==> src/rtl/mac_seq_pkg.sv <==
package mac_seq_pkg;
  typedef enum logic {
    MODE_UNS = 1'b0,
    MODE_SGN = 1'b1
  } mac_mode_e;
endpackage

==> src/rtl/mac_addsub.sv <==
// One step of the recurrence: widen the accumulator and the selected
// multiple by one bit, then add or subtract them.
module mac_addsub #(
  parameter int W = 8
) (
  input  logic [W-1:0] acc,
  input  logic [W-1:0] mcand,
  input  logic         bit_en,
  input  logic         sgn,
  input  logic         sub,
  output logic [W:0]   sum
);
  logic [W:0] ext_acc;
  logic [W:0] ext_m;

  always_comb begin
    ext_acc = {sgn & acc[W-1], acc};
    ext_m   = bit_en ? {sgn & mcand[W-1], mcand} : '0;
    sum     = sub ? (ext_acc - ext_m) : (ext_acc + ext_m);
  end
endmodule

==> src/rtl/mac_seq_ctrl.sv <==
// Step counter, busy flag and done pulse.
module mac_seq_ctrl #(
  parameter int W = 8
) (
  input  logic clk,
  input  logic rst_n,
  input  logic start,
  output logic load_en,
  output logic step_en,
  output logic last_step,
  output logic busy,
  output logic done
);
  localparam int CW = (W > 1) ? $clog2(W) : 1;
  localparam logic [CW-1:0] LAST = CW'(W - 1);

  logic [CW-1:0] cnt_q, cnt_d;
  logic          busy_d, done_d;

  always_comb begin
    load_en   = start & ~busy;
    step_en   = busy;
    last_step = busy & (cnt_q == LAST);
    cnt_d     = cnt_q;
    busy_d    = busy;
    if (load_en) begin
      cnt_d  = '0;
      busy_d = 1'b1;
    end else if (step_en) begin
      cnt_d = cnt_q + CW'(1);
      if (last_step) busy_d = 1'b0;
    end
    done_d = last_step;
  end

  always_ff @(posedge clk or negedge rst_n) begin
    if (!rst_n) begin
      cnt_q <= '0;
      busy  <= 1'b0;
      done  <= 1'b0;
    end else begin
      cnt_q <= cnt_d;
      busy  <= busy_d;
      done  <= done_d;
    end
  end
endmodule

==> src/rtl/mac_seq_top.sv <==
module mac_seq_top
  import mac_seq_pkg::*;
#(
  parameter int W = 8
) (
  input  logic           clk,
  input  logic           rst_n,
  input  logic           start,
  input  logic           sgn_mode,
  input  logic [W-1:0]   a,
  input  logic [W-1:0]   x,
  input  logic [W-1:0]   y,
  output logic [2*W-1:0] result,
  output logic           busy,
  output logic           done
);
  // Reset synchronizer: asserts asynchronously, releases on a clock edge.
  logic [1:0] rst_sync_q;
  logic       rst_n_s;

  always_ff @(posedge clk or negedge rst_n) begin
    if (!rst_n) rst_sync_q <= 2'b00;
    else        rst_sync_q <= {rst_sync_q[0], 1'b1};
  end
  assign rst_n_s = rst_sync_q[1];

  logic load_en, step_en, last_step;

  mac_seq_ctrl #(.W(W)) i_ctrl (
    .clk       (clk),
    .rst_n     (rst_n_s),
    .start     (start),
    .load_en   (load_en),
    .step_en   (step_en),
    .last_step (last_step),
    .busy      (busy),
    .done      (done)
  );

  logic [W-1:0] acc_q, acc_d;
  logic [W-1:0] low_q, low_d;
  logic [W-1:0] mcand_q, mcand_d;
  mac_mode_e    mode_q, mode_d;
  logic [W:0]   step_sum;
  logic         sub_now;

  // Subtract only on the last step of a signed operation with the top
  // multiplier bit set.
  assign sub_now = (mode_q == MODE_SGN) & last_step & low_q[0];

  mac_addsub #(.W(W)) i_addsub (
    .acc    (acc_q),
    .mcand  (mcand_q),
    .bit_en (low_q[0]),
    .sgn    (mode_q == MODE_SGN),
    .sub    (sub_now),
    .sum    (step_sum)
  );

  always_comb begin
    acc_d   = acc_q;
    low_d   = low_q;
    mcand_d = mcand_q;
    mode_d  = mode_q;
    if (load_en) begin
      acc_d   = y;
      low_d   = x;
      mcand_d = a;
      mode_d  = mac_mode_e'(sgn_mode);
    end else if (step_en) begin
      acc_d = step_sum[W:1];
      low_d = {step_sum[0], low_q[W-1:1]};
    end
  end

  always_ff @(posedge clk or negedge rst_n_s) begin
    if (!rst_n_s) begin
      acc_q   <= '0;
      low_q   <= '0;
      mcand_q <= '0;
      mode_q  <= MODE_UNS;
    end else begin
      acc_q   <= acc_d;
      low_q   <= low_d;
      mcand_q <= mcand_d;
      mode_q  <= mode_d;
    end
  end

  assign result = {acc_q, low_q};
endmodule

==> config.mk <==
export PLATFORM = sky130hd
export DESIGN_NAME = mac_seq_top
export DESIGN_NICKNAME = d
export VERILOG_FILES = /design/src/rtl/mac_seq_pkg.sv /design/src/rtl/mac_addsub.sv /design/src/rtl/mac_seq_ctrl.sv /design/src/rtl/mac_seq_top.sv
export SDC_FILE = /design/constraint.sdc
export NUM_CORES = 1
export LEC_CHECK = 0
export ABC_CLOCK_PERIOD_IN_PS = 1350
export BUFFER_PORTS_ARGS = -buffer_cell sky130_fd_sc_hd__buf_4
export CAP_MARGIN = 25
export CELL_PAD_IN_SITES_DETAIL_PLACEMENT = 0
export CELL_PAD_IN_SITES_GLOBAL_PLACEMENT = 1
export CORE_MARGIN = 1.5
export CORE_UTILIZATION = 38
export CTS_CLUSTER_DIAMETER = 30
export DETAILED_ROUTE_END_ITERATION = 6
export GPL_TIMING_DRIVEN = 0
export PLACE_DENSITY = 0.75
export SKIP_CTS_REPAIR_TIMING = 1
export SYNTH_ARGS = -nofsm -noshare
export SYNTH_HDL_FRONTEND = slang
export SYNTH_HIERARCHICAL = 1
export SYNTH_SLANG_ARGS = --single-unit
==> constraint.sdc <==
create_clock -name clk -period 1.35 [get_ports clk]
set_clock_uncertainty 0.05 [all_clocks]
set_input_delay 0.27 -clock clk [delete_from_list [all_inputs] [get_ports clk]]
set_output_delay 0.27 -clock clk [all_outputs]
set_load 0.01 [all_outputs]
---- After elaboration in Yosys (flattened, before gate mapping) ----
Cells that the tools add are included.
W data, S select, Z words.
storage, ports and cells
  register bits ........................... 32
  latch bits .............................. 0
  RAM bits ................................ 0
  memory bits (read-only) ................. 0
  input port bits ......................... 28
  output and inout port bits .............. 18
  word-level logic and storage cells ...... 31
  memories kept ........................... 0
cells by class
  add/subtract/negate cells ............... 3
  multipliers ............................. 0
  divide/modulo/power cells ............... 0
  magnitude comparators ................... 0
  equality and inequality tests ........... 1
  shifts and indexed selects .............. 0
  muxes and demuxes ....................... 11
  bitwise gates (word level) .............. 7
  reductions and logical operators ........ 1
operators with widths
  kind                   number
  $mux W8                4
  $mux W9                2
  $add A9 B9 Y9          1
  $sub A9 B9 Y9          1
  $and A1 B1 Y1          6
  $mux W3                2
  $add A3 B1 Y3 const B  1
  $eq A3 B3 Y1 const B   1
  $mux W1                3
  $reduce_bool A2 Y1     1
  $not A1 Y1             1

---- Logic depth before layout (Yosys ltp) ----
  word-level depth ........................ 7
  gate-level depth with buffers ........... 16

---- Modules after synthesis ----
The synthesis kept the hierarchy.
modules (own cells, without submodules)
  module        times used  cells an instance  area each (µm²)  seq. area each (µm²)
  mac_seq_top   1           92                 1144.8           675.6
  mac_addsub    1           86                 554.3            0.0
  mac_seq_ctrl  1           15                 219.0            125.1

---- Least setup slack after synthesis ----
Ideal clock, no wire load.
  path type ............................... reg-to-reg
  start point ............................. register i_ctrl.cnt_q[0]
  end point ............................... register acc_q[6]
  arrival time ............................ 2.821 ns
  data required time ...................... 1.177 ns
  slack ................................... -1.645 ns
  stages on the path, launching flop included .. 16
  period minus slack after synthesis ...... 2.995 ns
  cell sequence ........................... dfrtp_1 ha_1 ha_1 and2_2 and3_1 clkbuf_1 o21ai_0 inv_1 ha_1 nor2b_1 o31a_1 o21ai_0 a21boi_0 xor2_1 mux2i_1 o21ai_1
between the ends
  word-level cells in the longest chain between the ends .. 7
ends and longest elaborated chain
  what                         line                RTL
  start: declaration           mac_seq_ctrl.sv:17  logic [CW-1:0] cnt_q, cnt_d;
  start signal: assignment     mac_seq_ctrl.sv:42  cnt_q <= cnt_d;
  $eq A3 B3 Y1                 mac_seq_ctrl.sv:23  last_step = busy & (cnt_q == LAST);
  $and A1 B1 Y1                mac_seq_ctrl.sv:23
  net last_step                mac_seq_top.sv:27   logic load_en, step_en, last_step;
  $and A1 B1 Y1 (2 in series)  mac_seq_top.sv:49   assign sub_now = (mode_q == MODE_SGN) & last_step & low_q[0];
  net sub_now                  mac_seq_top.sv:45   logic sub_now;
  $mux W9                      mac_addsub.sv:19    sum = sub ? (ext_acc - ext_m) : (ext_acc + ext_m);
  net step_sum[7]              mac_seq_top.sv:44   logic [W:0] step_sum;
  $mux W8                      mac_seq_top.sv:70   end else if (step_en) begin
  $mux W8                      mac_seq_top.sv:65   if (load_en) begin
  end signal: assignment       mac_seq_top.sv:78   acc_q <= '0;
  end signal: assignment       mac_seq_top.sv:83   acc_q <= acc_d;
  end: declaration             mac_seq_top.sv:40   logic [W-1:0] acc_q, acc_d;
The timed path passes the listed nets, and every way through them passes these cells. The select of a mux whose other input is x is not followed.
A chain may end at the register's enable or synchronous reset.

---- Final worst setup path ----
  start point ............................. register i_ctrl.cnt_q[0]
  end point ............................... register acc_q[6]
between the ends
  word-level cells in the longest chain between the ends .. 7
ends and longest elaborated chain
  what                         line
  $eq A3 B3 Y1                 mac_seq_ctrl.sv:23
  $and A1 B1 Y1                mac_seq_ctrl.sv:23
  net last_step                mac_seq_top.sv:27
  $and A1 B1 Y1 (2 in series)  mac_seq_top.sv:49
  $mux W9                      mac_addsub.sv:19
  net step_sum[7]              mac_seq_top.sv:44
  $mux W8                      mac_seq_top.sv:70
  $mux W8                      mac_seq_top.sv:65
The timed path passes the listed nets, and every way through them passes these cells. The select of a mux whose other input is x is not followed.

==> out/results.tsv <==
stage	metric	value	unit
outcome	status	finished, violations left	
outcome	violations	setup timing	
layout	regArea	803	um^2
run	maxCapViolCount	0	
worst_setup_path	end_kind	flip-flop	
sta	maxSlewHeadroom	58.3	%
synthesis	synthAdderAreaFrac	8.22	%
sta	rsz0062_at_grt	yes	
routing	avgRoutedWirePerCell	13.2	um
synthesis	synth_commonest_cells	dfrtp_1, nand2_1, mux2i_1, nor2_1, o21ai_0	
synthesis	synth_compound_area_share	13.1	%
routing	drt-pass1-iter-count	4	
synthesis	synth_cell_types	37	
sta	holdWs	0.144	ns
global_routing	grt_pass1_vias	1486	
placement	place_area	2430	um^2
synthesis	netlist_area	1920	um^2
global_routing	grt_usage	16.6	%
sta	hold_viol	0	
global_routing	grt_pass1_wl	6920	um
sta	tightest_slew	0.626	ns
layout	area_delta_synth_final	43.2	%
pwr	leakage	1.31	nW
floorplanning	die_w	74.0	um
routing	vias_per_cell	4.84	
clocking	h-tree-depth	2	
sta	fmax	357	MHz
placement	dp.cells	306	
floorplanning	start_util	40.1	%
synthesis	synth_area_per_cell	9.94	um^2
pwr	total_power	9.12	mW
layout	final_nets	296	
sta	setup_ws	-1.45	ns
synthesis	async_flop_share	100	%
global_routing	grt_max_degree	19	
synthesis	yosys.cell_count.top_type	dfrtp_1	
pwr	ir_drop	1.23	mV
routing	wl	4270	um
floorplanning	core	4790	um^2
clocking	cts_made_buffers	5	
synthesis	synth_top_area_share	41.7	%
layout	num-fill-cells	461	
worst_setup_path	crit_path_start_kind	flip-flop	
layout	fin_cells	324	
placement	globalplace.congestion	0.803	
synthesis	yosysTopAreaCell	dfrtp_1	
layout	fin_area	2750	um^2
synthesis	synth_ff_type	dfrtp_1	
pwr	power.density	3320	nW/um^2
clocking	root_buffer	clkbuf_8	
placement	dp_hpwl	3090	um
synthesis	synth.area.top_cells	dfrtp_1, mux2i_1, ha_1	
synthesis	synth_xor_xnor_area_share	5.02	%
synthesis	synth.area.mux_share	14.4	%
worst_setup_path	crit_type	flip-flop to flip-flop	
routing	antenna_left	0	
worst_setup_path	cp.required	1.47	ns
routing	route.detailed.drc	0	
floorplanning	die_y	74.0	um
global_routing	grt-ovfl-total	0	
synthesis	syn-num-nets	233	
synthesis	yosysSeqAreaShare	41.7	%
worst_setup_path	path_max_fanout	4	
sta	fin_crit_sh	207	%
clocking	cts.clk_slew.worst_paths	0.07	ns
worst_setup_path	crit_arrival	2.92	ns
synthesis	synth_top_family_by_area	multiplexers	
placement	numPortBuffers	45	
layout	multi_input_comb_area	1200	um^2
placement	preCtsSetupSlack	-1.68	ns
synthesis	synth-seq-cells	32	
sta	maxSlewViolCount	0	
floorplanning	die_area	5480	um^2
clocking	ctsLongestPathBuffers	2	
sta	fin_crit	2.80	ns
synthesis	syn_inst	193	
clocking	numClockSinks	32	
clocking	clk_latency	0.28	ns
clocking	cts_tree	built	
layout	insertedDiodeCount	0	
synthesis	ys_warn_count	6	
floorplanning	num_rows	25	
global_routing	antenna_found_initial	0	
sta	finalSetupViolCount	17	
layout	final_util	57.4	%
sta	tns	-9.90	ns
routing	drtIter0Drc	35	
min_path	holdCritPathClass	primary input to flip-flop	
routing	vias	1568	
layout	drive_gt1_share	44.4	%
synthesis	synth-simple-area-share	12.1	%
synthesis	synth_edf_count	0	
floorplanning	ios	46	
[power breakdown]
| group | leakage, nW | switching [mW] | internal, mW |
|---|---|---|---|
| Sequential | 0.377 | 0.517 | 1.49 |
| Combinational | 0.889 | 2.84 | 3.53 |
| Clock | 0.0479 | 0.377 | 0.359 |
| Total | 1.31 | 3.73 | 5.38 |
[flip-flops by register name, summed over array words and instances (netlist names)]
register / flops
i_ctrl/done: 1
rst_sync_q: 2
i_ctrl/busy: 1
mode_q: 1
i_ctrl/cnt_q: 3
acc_q: 8
low_q: 8
mcand_q: 8
[worst paths after layout]
kind,startpoint,endpoint,slack [ns],cells past startpoint
max,i_ctrl/cnt_q[0]$_DFFE_PN0P_,acc_q[6]$_DFFE_PN0P_,-1.45,14
min,x[1],low_q[1]$_DFFE_PN0P_,0.14,3
max reg2reg,i_ctrl/cnt_q[0]$_DFFE_PN0P_,acc_q[6]$_DFFE_PN0P_,-1.45,14
min reg2reg,rst_sync_q[1]$_DFF_PN0_,low_q[1]$_DFFE_PN0P_,0.21,0
max in group asynchronous,rst_sync_q[1]$_DFF_PN0_,i_ctrl/busy$_DFF_PN0_,0.53,1
min in group asynchronous,rst_sync_q[1]$_DFF_PN0_,low_q[1]$_DFFE_PN0P_,0.21,0
[metal layers]
metal  global-route usage [%]  routed length, um  share of wire, %  vias to the layer above
met1                     23.1               2060                48                      742
met3                     3.66                184               4.3                        5
li1                         -                  -                 -                      789
met4                     5.56                 49               1.1                        0
met2                     25.4               1970                46                       32
met5                        0                  0                 0                        -
[cell type report]
cell class	instances	area share, %
Clock inverter	3	0.683
Sequential cell	32	29.2
Clock buffer	5	2.50
Multi-Input combinational cell	145	43.5
Buffer	8	3.51
Inverter	8	1.09
Timing Repair Buffer	56	16.4
Tap cell	67	3.05
[cell usage in the layout (no fill, tap or decap), types with 3 or more instances in the layout]
cell,count
buf_4,53
dfrtp_1,30
nor2_1,11
o21ai_0,9
mux2_4,9
nand2_1,26
o21ai_1,11
o21a_1,4
o21ai_2,4
ha_4,3
clkbuf_4,3
buf_6,3
inv_1,6
mux2i_1,16
xnor2_1,6
xor2_1,3
ha_1,6
clkbuf_8,5
[critical path, cell delays in order, from the launching register on]
cell and delay, ns:
dfrtp_1 0.39, ha_2 0.18, ha_2 0.15, and2_4 0.16
and3_2 0.21, o21ai_2 0.19, inv_1 0.06, ha_1 0.26
nor2b_1 0.14, o31a_1 0.28, o21ai_2 0.14, a21boi_1 0.09
xor2_1 0.16, mux2i_1 0.16, o21ai_1 0.07
[cells by family (layout without fill, tap and decap cells)]
group / after synthesis / in the layout
and+or+nand+nor: 53 / 54
buffers and inverters: 17 / 80
AOI/OAI and AO/OA: 41 / 41
adders and majority gates: 12 / 12
DFF: 32 / 32
other: 1 / 1
muxes: 26 / 26
xor gates and xnor gates: 11 / 11
No activity file was read; power rests on OpenSTA's default activity.
